<file path="src/rtl/pwm_halfclk_pkg.sv">
package pwm_halfclk_pkg;
  localparam int CTL_RUN     = 0;
  localparam int CTL_CLR     = 1;
  localparam int CTL_ONESHOT = 2;
  localparam int CTL_BUF     = 3;
  localparam int CTL_HALF    = 4;
  localparam int CTL_USED    = 5;

  typedef struct packed {
    logic run;
    logic one_shot;
    logic buf_en;
    logic half_mode;
  } pwm_ctl_t;
endpackage

</file>
<file path="src/rtl/pwm_ctl_regs.sv">
module pwm_ctl_regs
  import pwm_halfclk_pkg::*;
#(
  parameter int CTL_W = 8
) (
  input  logic             clk,
  input  logic             rst_n,
  input  logic             wr,
  input  logic [CTL_W-1:0] wdata,
  input  logic             done,
  output pwm_ctl_t         ctl,
  output logic             clr
);
  pwm_ctl_t ctl_q, ctl_d;

  always_comb begin
    ctl_d = ctl_q;
    if (wr) begin
      ctl_d.run       = wdata[CTL_RUN];
      ctl_d.one_shot  = wdata[CTL_ONESHOT];
      ctl_d.buf_en    = wdata[CTL_BUF];
      ctl_d.half_mode = wdata[CTL_HALF];
    end else if (done) begin
      ctl_d.run = 1'b0;
    end
  end

  always_ff @(posedge clk or negedge rst_n) begin
    if (!rst_n) ctl_q <= '0;
    else        ctl_q <= ctl_d;
  end

  assign ctl = ctl_q;
  assign clr = wr & wdata[CTL_CLR];
endmodule

</file>
<file path="src/rtl/pwm_cmp_slot.sv">
module pwm_cmp_slot #(
  parameter int W = 16
) (
  input  logic         clk,
  input  logic         rst_n,
  input  logic         wr,
  input  logic [W-1:0] wdata,
  input  logic         buf_en,
  input  logic         load,
  output logic [W-1:0] active
);
  logic [W-1:0] shadow_q, shadow_d, active_q, active_d;
  logic         act_en, sh_en;

  always_comb begin
    sh_en    = wr;
    shadow_d = wdata;
    act_en   = (wr & ~buf_en) | (load & buf_en);
    active_d = buf_en ? shadow_q : wdata;
  end

  always_ff @(posedge clk or negedge rst_n) begin
    if (!rst_n) begin
      shadow_q <= '0;
      active_q <= '0;
    end else begin
      if (sh_en)  shadow_q <= shadow_d;
      if (act_en) active_q <= active_d;
    end
  end

  assign active = active_q;
endmodule

</file>
<file path="src/rtl/pwm_cnt_core.sv">
module pwm_cnt_core #(
  parameter int W = 16
) (
  input  logic         clk,
  input  logic         rst_n,
  input  logic         run,
  input  logic         one_shot,
  input  logic         half_mode,
  input  logic         clr,
  input  logic         tick,
  input  logic         phase,
  input  logic [W-1:0] cmp_a,
  input  logic [W-1:0] cmp_b,
  output logic [W-1:0] count,
  output logic         wrap,
  output logic         done,
  output logic         match,
  output logic         pwm
);
  logic [W-1:0] cnt_q, cnt_d;
  logic         pwm_q, pwm_d, match_q, phase_q;
  logic         step, at_b, hit, ph_rise;
  logic [W-1:0] dual_even, dual_odd;

  always_comb begin
    step      = run & tick & ~clr;
    at_b      = step & (cnt_q == cmp_b);
    wrap      = at_b & ~one_shot;
    done      = at_b & one_shot;
    ph_rise   = phase & ~phase_q;
    dual_even = {cnt_q[W-2:0], 1'b0};
    dual_odd  = {cnt_q[W-2:0], 1'b1};
    if (half_mode)
      hit = run & ~clr & ((ph_rise & (dual_even == cmp_a)) |
                          (tick & (dual_odd == cmp_a)));
    else
      hit = step & (cnt_q == cmp_a);

    cnt_d = cnt_q;
    if (clr)       cnt_d = '0;
    else if (wrap) cnt_d = '0;
    else if (step & ~at_b) cnt_d = cnt_q + W'(1);

    pwm_d = pwm_q;
    if (clr | wrap) pwm_d = 1'b1;
    else if (hit)   pwm_d = 1'b0;
  end

  always_ff @(posedge clk or negedge rst_n) begin
    if (!rst_n) begin
      cnt_q   <= '0;
      pwm_q   <= 1'b1;
      match_q <= 1'b0;
      phase_q <= 1'b0;
    end else begin
      cnt_q   <= cnt_d;
      pwm_q   <= pwm_d;
      match_q <= hit;
      phase_q <= phase;
    end
  end

  assign count = cnt_q;
  assign match = match_q;
  assign pwm   = pwm_q;
endmodule

</file>
<file path="src/rtl/pwm_halfclk_top.sv">
module pwm_halfclk_top
  import pwm_halfclk_pkg::*;
#(
  parameter int W     = 16,
  parameter int CTL_W = 8
) (
  input  logic             clk,
  input  logic             rst_n,
  input  logic             cnt_tick,
  input  logic             cnt_phase,
  input  logic             ctl_wr,
  input  logic [CTL_W-1:0] ctl_wdata,
  input  logic             cmp_wr,
  input  logic             cmp_sel,
  input  logic [W-1:0]     cmp_wdata,
  output logic [W-1:0]     count,
  output logic             cmpa_match,
  output logic             pwm_out,
  output logic [CTL_W-1:0] ctl_rdata
);
  localparam int N_CMP = 2;

  logic [1:0]   rst_pipe;
  logic         rst_sync_n;
  pwm_ctl_t     ctl;
  logic         clr, wrap, done;
  logic [W-1:0] cmp_act [N_CMP];
  logic [W-1:0] cmp_a_act, cmp_b_act;

  always_ff @(posedge clk or negedge rst_n) begin
    if (!rst_n) rst_pipe <= '0;
    else        rst_pipe <= {rst_pipe[0], 1'b1};
  end
  assign rst_sync_n = rst_pipe[1];

  pwm_ctl_regs #(.CTL_W(CTL_W)) u_ctl (
    .clk(clk), .rst_n(rst_sync_n), .wr(ctl_wr), .wdata(ctl_wdata),
    .done(done), .ctl(ctl), .clr(clr)
  );

  for (genvar g = 0; g < N_CMP; g++) begin : g_cmp
    pwm_cmp_slot #(.W(W)) u_slot (
      .clk(clk), .rst_n(rst_sync_n),
      .wr(cmp_wr & (cmp_sel == g[0])), .wdata(cmp_wdata),
      .buf_en(ctl.buf_en), .load(wrap), .active(cmp_act[g])
    );
  end
  assign cmp_a_act = cmp_act[0];
  assign cmp_b_act = cmp_act[1];

  pwm_cnt_core #(.W(W)) u_core (
    .clk(clk), .rst_n(rst_sync_n), .run(ctl.run), .one_shot(ctl.one_shot),
    .half_mode(ctl.half_mode), .clr(clr), .tick(cnt_tick), .phase(cnt_phase),
    .cmp_a(cmp_a_act), .cmp_b(cmp_b_act), .count(count), .wrap(wrap),
    .done(done), .match(cmpa_match), .pwm(pwm_out)
  );

  always_comb begin
    ctl_rdata              = '0;
    ctl_rdata[CTL_RUN]     = ctl.run;
    ctl_rdata[CTL_ONESHOT] = ctl.one_shot;
    ctl_rdata[CTL_BUF]     = ctl.buf_en;
    ctl_rdata[CTL_HALF]    = ctl.half_mode;
  end
endmodule

</file>
<file path="config.mk">
export PLATFORM = sky130hd
export DESIGN_NAME = pwm_halfclk_top
export DESIGN_NICKNAME = d
export VERILOG_FILES = /design/src/rtl/pwm_halfclk_pkg.sv /design/src/rtl/pwm_ctl_regs.sv /design/src/rtl/pwm_cmp_slot.sv /design/src/rtl/pwm_cnt_core.sv /design/src/rtl/pwm_halfclk_top.sv
export SDC_FILE = /design/constraint.sdc
export NUM_CORES = 1
export LEC_CHECK = 0
export ABC_AREA = 1
export CAP_MARGIN = 25
export CELL_PAD_IN_SITES_DETAIL_PLACEMENT = 1
export CELL_PAD_IN_SITES_GLOBAL_PLACEMENT = 2
export CORE_UTILIZATION = 35
export CTS_BUF_LIST = sky130_fd_sc_hd__clkbuf_4 sky130_fd_sc_hd__clkbuf_8 sky130_fd_sc_hd__clkbuf_16
export DETAILED_ROUTE_END_ITERATION = 10
export PLACE_DENSITY = 0.91
export SLEW_MARGIN = 20
export SYNTH_ARGS = -nofsm -noshare
export SYNTH_HDL_FRONTEND = slang
export SYNTH_SLANG_ARGS = --single-unit
</file>
<file path="constraint.sdc">
create_clock -name clk -period 5.1 [get_ports clk]
set_input_delay 0.765 -clock clk [delete_from_list [all_inputs] [get_ports clk]]
set_output_delay 0.765 -clock clk [all_outputs]
set_load 0.03 [all_outputs]
</file>
; ---- Word-level counts from Yosys, hierarchy flattened
; Index checks and enable logic that the tools add are counted.
[totals]
reg_bits = 89
inputBits = 31
output_inout_bits = 26
elab_cells = 59
[classes]
add_sub_neg = 1
n_eq_ne = 4
muxes = 10
n_bitwise = 28
reduce_logical = 3
[op_table]
columns = op, count
row1 = 16-bit 2-to-1 mux, 5
row2 = 16-bit == test, 4
row3 = 1-bit bitwise AND, 18
row4 = 16-bit by 1-bit adder with 16-bit output (second input constant), 1
row5 = 1-bit inverter, 6
row6 = 1-bit 2-to-1 mux, 5
row7 = 1-bit bitwise OR, 4
row8 = 2-bit nonzero test, 2
row9 = 3-bit nonzero test, 1

; ---- Longest topological paths before layout
; Gate-level depths: netlist of run 1.
[logic_depth]
word_depth = 9
depth_mapped = 14

; ---- By module
; A second synthesis of run 1 with hierarchy kept.
[unflattened]
hier_cells = 796
area_unflattened_um2 = 5556.6
[by_module_without_submodules]
columns = mod, n_inst, cells_each, area_per_inst_um2, seq_area_each_um2
row1 = pwm_cmp_slot, 2, 190, 1500.2, 800.8
row2 = pwm_cnt_core, 1, 384, 2277.2, 476.7
row3 = pwm_ctl_regs, 1, 20, 173.9, 100.1
row4 = pwm_halfclk_top, 1, 12, 105.1, 50.0

; ---- Worst setup path after synthesis of run 1
; Ideal clock, no wire load.
[synth_path]
path_kind = input -> register
start = input port ctl_wr
end = register u_core.cnt_q[14] (netlist: u_core.count[14])
setup_ns = 0.123
arrival_time_ns = 1.923
t_required_ns = 4.977
path_slack_ns = 3.054
cell_stages = 10
cell_sequence = buf_2 -> nand2_4 -> nand2_1 -> nor2_2 -> inv_1 -> nor2_2 -> buf_2 -> nand3_1 -> nand2_1 -> nor2_1
[synth_via]
elab_chain_len = 7
word_cells_on_any_way = 10
classes_between = 2 x mux / 7 x bitwise / 1 x reduce/logical
[synth_lines]
columns = item, line_no
row1 = start: declaration, pwm_halfclk_top.sv:11  ; input logic ctl_wr,
row2 = 1-bit bitwise AND *, pwm_ctl_regs.sv:34  ; assign clr = wr & wdata[CTL_CLR];
row3 = 1-bit inverter, pwm_cnt_core.sv:26  ; step = run & tick & ~clr;
row4 = 1-bit bitwise AND, pwm_cnt_core.sv:26
row5 = 1-bit bitwise AND, pwm_cnt_core.sv:27  ; at_b = step & (cnt_q == cmp_b);
row6 = 1-bit bitwise AND / 1-bit inverter (equally long branches), "pwm_cnt_core.sv:28, pwm_cnt_core.sv:42"
row7 = 16-bit 2-to-1 mux / 1-bit bitwise AND (equally long branches), "pwm_cnt_core.sv:41, pwm_cnt_core.sv:42"
row8 = 16-bit 2-to-1 mux / 3-bit nonzero test (equally long branches), --
row9 = end signal: assignment, pwm_cnt_core.sv:56  ; cnt_q <= cnt_d;
row10 = end: declaration, pwm_cnt_core.sv:20  ; logic [W-1:0] cnt_q, cnt_d;
; Every way passes the cells marked *; elsewhere a longest branch is shown, timed or not.
; A chain may end at the register's enable or synchronous reset.

; ---- Worst setup path after layout of run 1
[layout_path]
start = input port ctl_wr
end = register g_cmp[1].u_slot.active_q[7]
[layout_via]
elab_chain_len = 7
[layout_lines]
columns = item, line_no
row1 = 1-bit bitwise AND, pwm_ctl_regs.sv:34
row2 = 1-bit inverter, pwm_cnt_core.sv:26
row3 = 1-bit bitwise AND, pwm_cnt_core.sv:26
row4 = 1-bit bitwise AND, pwm_cnt_core.sv:27
row5 = 1-bit bitwise AND, pwm_cnt_core.sv:28  ; wrap = at_b & ~one_shot;
row6 = 1-bit bitwise AND, pwm_cmp_slot.sv:18  ; act_en = (wr & ~buf_en) | (load & buf_en);
row7 = 1-bit bitwise OR, pwm_cmp_slot.sv:18
row8 = end signal: assignment, pwm_cmp_slot.sv:28  ; if (act_en) active_q <= active_d;
row9 = end: declaration, pwm_cmp_slot.sv:12  ; logic [W-1:0] shadow_q, shadow_d, active_q, active_d;
; No other way between the ends.

==> results of run 1 <==
==> worst max-delay path: cells and delay by family <==
| family | cells | cell delay, ns |
|---|---|---|
| simple gates | 7 | 2.17 |
| buf+inv | 1 | 0.56 |
==> final timing paths <==
check,depth (start not counted),startpoint,end
setup / recovery,8,ctl_wr,g_cmp[1].u_slot.active[7]$_DFFE_PN0P_
hold / removal,0,rst_pipe[1]$_DFF_PN0_,u_core.count[13]$_DFFE_PN0P_
setup reg to reg,12,u_core.count[9]$_DFFE_PN0P_,g_cmp[1].u_slot.active[7]$_DFFE_PN0P_
hold reg to reg,0,rst_pipe[1]$_DFF_PN0_,u_core.count[13]$_DFFE_PN0P_
max in group asynchronous,1,rst_pipe[1]$_DFF_PN0_,g_cmp[0].u_slot.shadow_q[1]$_DFFE_PN0P_
min in group clk,0,rst_pipe[0]$_DFF_PN0_,rst_pipe[1]$_DFF_PN0_
==> layout by cell type (no fill, tap or decap), drive strengths merged <==
cell / n
xor2: 19
o21ai: 41
clkdlybuf4s50: 49
nand3: 60
clkbuf: 13
mux2: 3
nand4: 20
xnor2: 14
buf: 3
clkinv: 5
conb: 5
dfrtp: 88
inv: 75
dfstp: 1
nor3: 9
nor2: 45
nand3b: 2
nand2: 271
ha: 1
o22ai: 9
a21oi: 3
==> cell type report <==
class                   instances  area (sq um)  share of cell area [%]
well taps                     180         225.2                   3.793
inverters                      77         289.0                   4.868
clock inverters                 3         22.52                  0.3793
clock buffers                  13         280.3                   4.721
repair buffers                 52         520.5                   8.767
multi-input cells             502          2367                   39.87
flip-flops and latches         89          2232                   37.60
==> registers in the layout, summed over array words and instances, names as in the netlist <==
name	flops
g_cmp.u_slot.active	32
rst_pipe	2
u_core.phase_q	1
g_cmp.u_slot.shadow_q	32
u_core.count	16
u_core.pwm	1
u_ctl.ctl	4
u_core.match	1
==> routing by layer <==
metal,up-vias,track usage (%)
met5,-,0
met4,0,7.774
met3,15,3.020
met2,62,35.81
met1,2240,26.92
li1,2253,-
==> power breakdown <==
group | switching, mW | internal (mW) | leakage [nW] | total, mW
combinational | 0.242 | 0.168 | 1.73 | 0.409
sequential | 0.107 | 0.800 | 1.13 | 0.907
clock | 0.286 | 0.385 | 0.152 | 0.671
total | 0.634 | 1.35 | 3.01 | 1.99
==> cell families after synthesis <==
| group | after synthesis | synth area share, % |
|---|---|---|
| multiplexers | 3 | 0.6607 |
| AO/OA/AOI/OAI | 53 | 5.409 |
| adder cells (fa/ha/maj) | 1 | 0.2447 |
| XOR/XNOR | 33 | 5.800 |
| other | 2 | 0.1469 |
| buffers and inverters | 120 | 10.33 |
| flip-flops | 89 | 43.59 |
| AND/OR/NAND/NOR | 407 | 33.82 |
==> metrics by stage <==
step / utilization, % / worst slack [ns]
2_1_floorplan: - / 2.439
3_3_place_gp: 40.02 / 1.568
3_5_place_dp: 40.02 / 1.493
4_1_cts: 42.17 / 1.838
5_1_grt: 42.28 / 1.622
6_report: 42.28 / 1.873
==> flow_summary.ini, run 1 <==
[outcome]
status = completed

[placement]
place_congestion = 0.9423
place_inst = 899
dpl_cell_area_sq_mm = 0.005619
port_buffers = 49
hpwl_microns = 10870

[clock_tree]
root_buffer = clkbuf_16
clock_latency_ns = 0.35
clk_pin_slew_worst_paths_ns = 0.06
cts-buffers-inserted = 9
clockBufferDepth = 2
ctsHoldBuffers = 0
cts_sinks = 89
post_cts_buffers = 0
cts_htree_levels = 3
cts_tree = done
cts_resized = 0

[layout]
finalNetCount = 763
final_layout_size_suffix_gt1_share_pct = 5.571
diodes = 0
fin_cells = 916
fillers = 1737
fin_area_sq_mm = 0.005937
syn2layout_area_growth_pct = 16.13

[timing]
holdWs_ns = 0.2936
final.setup.tns_ns = 0
worst_pin_slew_ns = 0.8792
fin_crit_sh_pct = 63.27
skew_ns = 0.01033
finalSetupViolCount = 0
min_period_ns = 3.227
max_freq_ghz = 0.3099
rsz0062_at_grt = false
maxSlewViolCount = 0
hold_violations = 0
relSlewSlack_pct = 41.23

[synth]
synth_warnings = 0
synthCells = 708
synthDominantCellAreaShare_pct = 43.07
synth-seq-cells = 89
avgSynthCellArea_sq_um = 7.221
synth-seq-area-share_pct = 43.59
yosys.area.top_type = dfrtp_1
synth_common_cells = nand2_1, dfrtp_1, inv_1, nand3_1, nor2_1
synth_flop_cell = dfrtp_1
synth_cell_types = 31
synth_area_leaders = dfrtp_1, nand2_1, nand3_1
synth_edf_count = 0
yosysMostFrequentCell = nand2_1
syn_area_sq_mm = 0.005112
synthArstFlopShare_pct = 100.0

[floorplanning]
start_util_pct = 36.41
die_area_sq_mm = 0.01509
coreArea_sq_mm = 0.01404
die_h_microns = 122.9
io_pins = 57
die_w_microns = 122.9
rows = 43

[grt]
grt_pass1_wl_microns = 24050
grt_pass1_vias = 4739
track_usage_pct = 21.03
antenna_found_initial = 0
grt_max_degree = 54
gr-total-overflow = 0

[drt]
viasPerCell = 4.989
antenna_left = 0
wl_met1_microns = 6818
wl_per_cell_microns = 15.79
top_layer_used = met4
first_pass_iters = 4
drc = 0
routed_wl_microns = 14460
wl_met2_microns = 7024
dr_wl_met3_microns = 346
vias = 4570
drtIter0Drc = 201

[power]
power_mw = 1.987
powerDensity_mw_per_mm2 = 334.6
peakVddDrop_uv = 139.8
p_leak_nw = 3.007

[critical_path]
crit_chain = clkdlybuf4s50_1, nand2_4, nand2_1, nor2_2, nand4_4, nand2_4, nand2_1, nand2_1
path_common_cell = nand2_1
startpoint_type = primary input
critical_path.slowest_cell = clkdlybuf4s50_1
timing.critical_path.required_ns = 5.39
critPathArrivalTime_ns = 3.52
worstPathMaxFanout = 34
slowest_delay_ns = 0.56
crit_type = in2reg
cp-end-kind = flip-flop
r2r_slack_ns = 2.51

[run]
timing.max_cap.violations = 0

[worst_hold_path]
hp-class = reg2async
No activity file was read; power rests on OpenSTA's default activity.
==> inputs of run 2 (changes only) <==
--- a/config.mk
+++ b/config.mk
@@ -9,10 +9,10 @@
 export CAP_MARGIN = 25
 export CELL_PAD_IN_SITES_DETAIL_PLACEMENT = 1
 export CELL_PAD_IN_SITES_GLOBAL_PLACEMENT = 2
-export CORE_UTILIZATION = 35
+export CORE_UTILIZATION = 29
 export CTS_BUF_LIST = sky130_fd_sc_hd__clkbuf_4 sky130_fd_sc_hd__clkbuf_8 sky130_fd_sc_hd__clkbuf_16
 export DETAILED_ROUTE_END_ITERATION = 10
-export PLACE_DENSITY = 0.91
+export PLACE_DENSITY = 0.81
 export SLEW_MARGIN = 20
 export SYNTH_ARGS = -nofsm -noshare
 export SYNTH_HDL_FRONTEND = slang
==> constraint.sdc (replaced) <==
create_clock -name clk -period 2.6 [get_ports clk]
set_input_delay 0.39 -clock clk [delete_from_list [all_inputs] [get_ports clk]]
set_output_delay 0.39 -clock clk [all_outputs]
set_load 0.03 [all_outputs]
==> run 2 against run 1 <==
  * Register-to-register slack lost 2.1 ns
  * Hold slack lost 0.095 ns
  * Clock power grew 110%
  * Clock skew shrank 0.0060 ns
  * Via count grew 2.0%
  * Clock-buffer cell count shrank 2
  * Cell count grew 7.2%
  * Sequential cell count is the same
  * Routed wire length grew 8.5%
  * Power grew 100%
==> flow_summary.ini, run 2 (synthesized netlist as in run 1, its figures left out) <==
[grt]
antenna_found_initial = 0
gr-total-overflow = 0
track_usage_pct = 18.81
grt_pass1_vias = 4949
grt_max_degree = 48
grt_pass1_wl_microns = 26200

[drt]
vias = 4663
drc = 0
drtIter0Drc = 209
viasPerCell = 4.748
first_pass_iters = 4
antenna_left = 0
routed_wl_microns = 15690
wl_per_cell_microns = 15.98

[critical_path]
path_common_cell = nand2_1
slowest_delay_ns = 0.54
cp-end-kind = flip-flop
critPathArrivalTime_ns = 2.43
worstPathMaxFanout = 19
crit_chain = inv_2, nand2_1, nand2_1, nand2_1, nor2_1, nand2_1, nor2_4, nand4_4, buf_4, nand3_1, nand2_1
crit_type = reg2reg
timing.critical_path.required_ns = 2.84
critical_path.slowest_cell = dfrtp_1
startpoint_type = flip-flop

[timing]
max_freq_ghz = 0.4565
rsz0062_at_grt = false
final.setup.tns_ns = 0
hold_violations = 0
finalSetupViolCount = 0
maxSlewViolCount = 0
relSlewSlack_pct = 57.23
fin_crit_sh_pct = 84.25
min_period_ns = 2.190
skew_ns = 0.004353
worst_pin_slew_ns = 0.6415

[floorplanning]
die_h_microns = 134.8
coreArea_sq_mm = 0.01724
die_area_sq_mm = 0.01816
rows = 48
start_util_pct = 29.66
io_pins = 57
die_w_microns = 134.8

[clock_tree]
post_cts_buffers = 0
clockBufferDepth = 2
cts_tree = done
cts-buffers-inserted = 9
root_buffer = clkbuf_16
cts_resized = 0
cts_htree_levels = 3
clk_pin_slew_worst_paths_ns = 0.07
ctsHoldBuffers = 0
cts_sinks = 89
clock_latency_ns = 0.35

[run]
timing.max_cap.violations = 0

[layout]
finalNetCount = 785
diodes = 0
mostFrequentLayoutCell = nand2_1
syn2layout_area_growth_pct = 20.73
fillers = 2096
final_layout_size_suffix_gt1_share_pct = 8.190
final_cell_mix = nand2_1, dfrtp_1, inv_1

[power]
powerDensity_mw_per_mm2 = 658.5
p_leak_nw = 3.122
power_mw = 4.064
peakVddDrop_uv = 342.1

[placement]
port_buffers = 49
hpwl_microns = 12040
place_congestion = 0.9113

[outcome]
status = completed

[worst_hold_path]
hp-class = in2async
==> run 2: final cells by class <==
class	instances	area [sq um]	area share [%]
flip-flops and latches	89	2232	36.16
clock buffers	11	246.5	3.994
repair buffers	74	678.2	10.99
inverters	77	289.0	4.683
clock inverters	4	77.57	1.257
multi-input cells	502	2367	38.35
well taps	225	281.5	4.561
==> run 2: final timing paths <==
check / startpoint / endpoint / slack [ns] / depth (start not counted)
max: u_core.count[1]$_DFFE_PN0P_ / g_cmp[0].u_slot.active[7]$_DFFE_PN0P_ / 0.41 / 11
min: rst_n / rst_pipe[1]$_DFF_PN0_ / 0.20 / 1
max reg2reg: u_core.count[1]$_DFFE_PN0P_ / g_cmp[0].u_slot.active[7]$_DFFE_PN0P_ / 0.41 / 11
min reg2reg: rst_pipe[1]$_DFF_PN0_ / g_cmp[0].u_slot.shadow_q[15]$_DFFE_PN0P_ / 0.35 / 0
max in group asynchronous: rst_pipe[1]$_DFF_PN0_ / u_core.count[5]$_DFFE_PN0P_ / 1.46 / 1
min in group clk: rst_pipe[0]$_DFF_PN0_ / rst_pipe[1]$_DFF_PN0_ / 0.36 / 0
==> run 2: layer usage <==
metal  vias to the layer above  part of all wire [%]  global-route usage [%]  wire length [microns]
met4                         0                   2.6                   7.491                    410
met2                        84                    45                   30.04                   7096
met1                      2262                    49                   25.93                   7756
met5                         -                     0                       0                      0
li1                       2292                     -                       -                      -
met3                        25                   2.7                   2.177                    428
==> run 2: critical path: cells and delay by family, from the launching register on <==
family | cells | cell delay [ns]
simple gates | 9 | 1.08
flops | 1 | 0.54
buf+inv | 2 | 0.46
==> run 2: through the flow <==
step | util, % | worst slack, ns | hold WS [ns] | instance area [sq um] | std cells
6_report | 35.81 | 0.4096 | 0.1984 | 6172 | 982
2_1_floorplan | - | 0.7440 | 0.09441 | 5125 | 711
5_1_grt | 35.81 | 0.2035 | 0.1942 | 6172 | 982
4_1_cts | 35.81 | 0.3628 | 0.1883 | 6172 | 982
3_5_place_dp | 33.93 | 0.3716 | 0.3355 | 5848 | 967
3_3_place_gp | 33.93 | 0.4126 | 0.3405 | 5848 | 967
==> run 2: power breakdown <==
group	switching [mW]	internal [mW]
Clock	0.566	0.878
Sequential	0.217	1.57
Combinational	0.489	0.344
Total	1.27	2.79
==> inputs of run 3 (changes only) <==
==> constraint.sdc (replaced) <==
create_clock -name clk -period 1.99 [get_ports clk]
set_input_delay 0.2985 -clock clk [delete_from_list [all_inputs] [get_ports clk]]
set_output_delay 0.2985 -clock clk [all_outputs]
set_load 0.03 [all_outputs]
==> run 3 against run 2 <==
  * Clock power grew 15%
  * Non-clock buffer count grew 33
  * Worst setup slack lost 0.33 ns
  * Combinational power grew 43%
  * Hold slack lost 0.10 ns
  * Global-route usage grew 0.42 points
  * Clock-buffer cell count shrank 2
  * Die area is the same
  * Sequential cell count is the same
  * Critical endpoint is now count[9]
==> flow_summary.ini, run 3 (synthesized netlist as in run 1, its figures left out) <==
[outcome]
status = completed

[clock_tree]
cts_htree_levels = 3
clock_latency_ns = 0.36
cts_sinks = 89
cts_tree = done
root_buffer = clkbuf_16
clockBufferDepth = 2
clk_pin_slew_worst_paths_ns = 0.07
cts-buffers-inserted = 9

[power]
pwr-share-seq_pct = 44.9
p_leak_nw = 3.376
swShare_pct = 33.80
powerDensity_mw_per_mm2 = 791.3
power_switching_mw = 1.742
peakVddDrop_uv = 476.6
power_mw = 5.154
clkPwrFrac_pct = 32.0
internal_power_mw = 3.412
p_comb_share_pct = 23.1

[critical_path]
crit_type = reg2out
startpoint_type = flip-flop
worstPathMaxFanout = 10
timing.critical_path.required_ns = 1.69
slowest_delay_ns = 0.69
critPathArrivalTime_ns = 1.61
crit_chain = buf_4, clkdlybuf4s50_1
cp-end-kind = output port
critical_path.slowest_cell = clkdlybuf4s50_1

[timing]
min_period_ns = 1.912
hold_violations = 0
final.setup.tns_ns = 0
max_freq_ghz = 0.5230
skew_ns = 0.009456
maxSlewViolCount = 0
relSlewSlack_pct = 66.06
finalSetupViolCount = 0
holdWs_ns = 0.09544
rsz0062_at_grt = false
worst_pin_slew_ns = 0.5077
fin_crit_sh_pct = 96.08

[grt]
grt_pass1_vias = 4976
track_usage_pct = 19.23
grt_max_degree = 39
antenna_found_initial = 0
grt_pass1_wl_microns = 26550
gr-total-overflow = 0

[placement]
place_congestion = 0.8720
hpwl_microns = 12450
place_inst = 995
port_buffers = 49
dpl_cell_area_sq_mm = 0.006118

[drt]
antenna_left = 0
routed_wl_microns = 16490
first_pass_iters = 4
drc = 0
viasPerCell = 4.715
vias = 4790
drtIter0Drc = 187
wl_per_cell_microns = 16.23

[floorplanning]
rows = 48
io_pins = 57
start_util_pct = 29.66
coreArea_sq_mm = 0.01724
die_area_sq_mm = 0.01816
die_h_microns = 134.8
die_w_microns = 134.8

[layout]
diodes = 0
fillers = 2136
finalNetCount = 819
register_area_sq_mm = 0.002238
syn2layout_area_growth_pct = 27.41
final_cell_mix = nand2_1, dfrtp_1, inv_1
mostFrequentLayoutCell = nand2_1
final_layout_size_suffix_gt1_share_pct = 13.53
fin_cells = 1016
multi_input_area_sq_mm = 0.002409
fin_area_sq_mm = 0.006514

[worst_hold_path]
hp-class = in2async

[run]
timing.max_cap.violations = 0
## run 3: metrics by stage
step	worst slack, ns	util [%]
floorplan	0.1340	-
global placement	0.03338	35.50
detailed placement	-0.001263	35.50
CTS	0.003101	37.08
global route	0.002967	37.79
finish	0.07806	37.79
## run 3: worst paths after layout
path | startpoint | end | slack [ns] | cells past startpoint
hold reg to reg | rst_pipe[1]$_DFF_PN0_ | g_cmp[1].u_slot.shadow_q[2]$_DFFE_PN0P_ | 0.29 | 0
hold / removal | rst_n | rst_pipe[1]$_DFF_PN0_ | 0.1 | 1
setup reg to reg | u_core.count[1]$_DFFE_PN0P_ | g_cmp[0].u_slot.active[14]$_DFFE_PN0P_ | 0.14 | 12
max in group asynchronous | rst_pipe[1]$_DFF_PN0_ | u_core.pwm$_DFFE_PN1P_ | 1.06 | 1
setup / recovery | u_core.count[9]$_DFFE_PN0P_ | count[9] | 0.08 | 2
min in group clk | rst_pipe[0]$_DFF_PN0_ | rst_pipe[1]$_DFF_PN0_ | 0.35 | 0
## run 3: cell type report
type                       count  area share, %
sequential                    89          34.36
inverter                      77          4.437
multi-input combinational    503          36.98
clock buffer                   9          3.458
tap                          225          4.322
clock inverter                 6         0.7876
timing repair buffer         107          15.66
## run 3: power groups by stage
stage	combinational (mW)	sequential (mW)	clock, mW
after floorplan	0.777	2.28	0
after global placement	1.14	2.33	0
after global routing	1.34	2.35	1.77
final	1.19	2.31	1.65
after CTS	1.19	2.31	1.70
after detailed placement	1.18	2.35	0
## run 3: critical path: cells and delay by family, from the launching register on
| kind | cells | cell delay [ns] |
|---|---|---|
| buffers and inverters | 2 | 0.89 |
| DFF | 1 | 0.37 |
## run 3: what timing repair did
item,4_1_cts,5_1_grt
pin swaps,0,4
resized for setup,3,15
setup buffers,0,4
endpoints found under the setup margin,3,49
cloned,0,2
hold buffers,0,0
## run 3: per-layer routing
layer  global-route usage [%]  routed length [microns]  up-vias
met4                    5.680                      264        0
met2                    32.42                     8013       91
met3                    3.153                      609       18
met1                    25.25                     7601     2324
met5                        0                        0        -
li1                         -                        -     2357
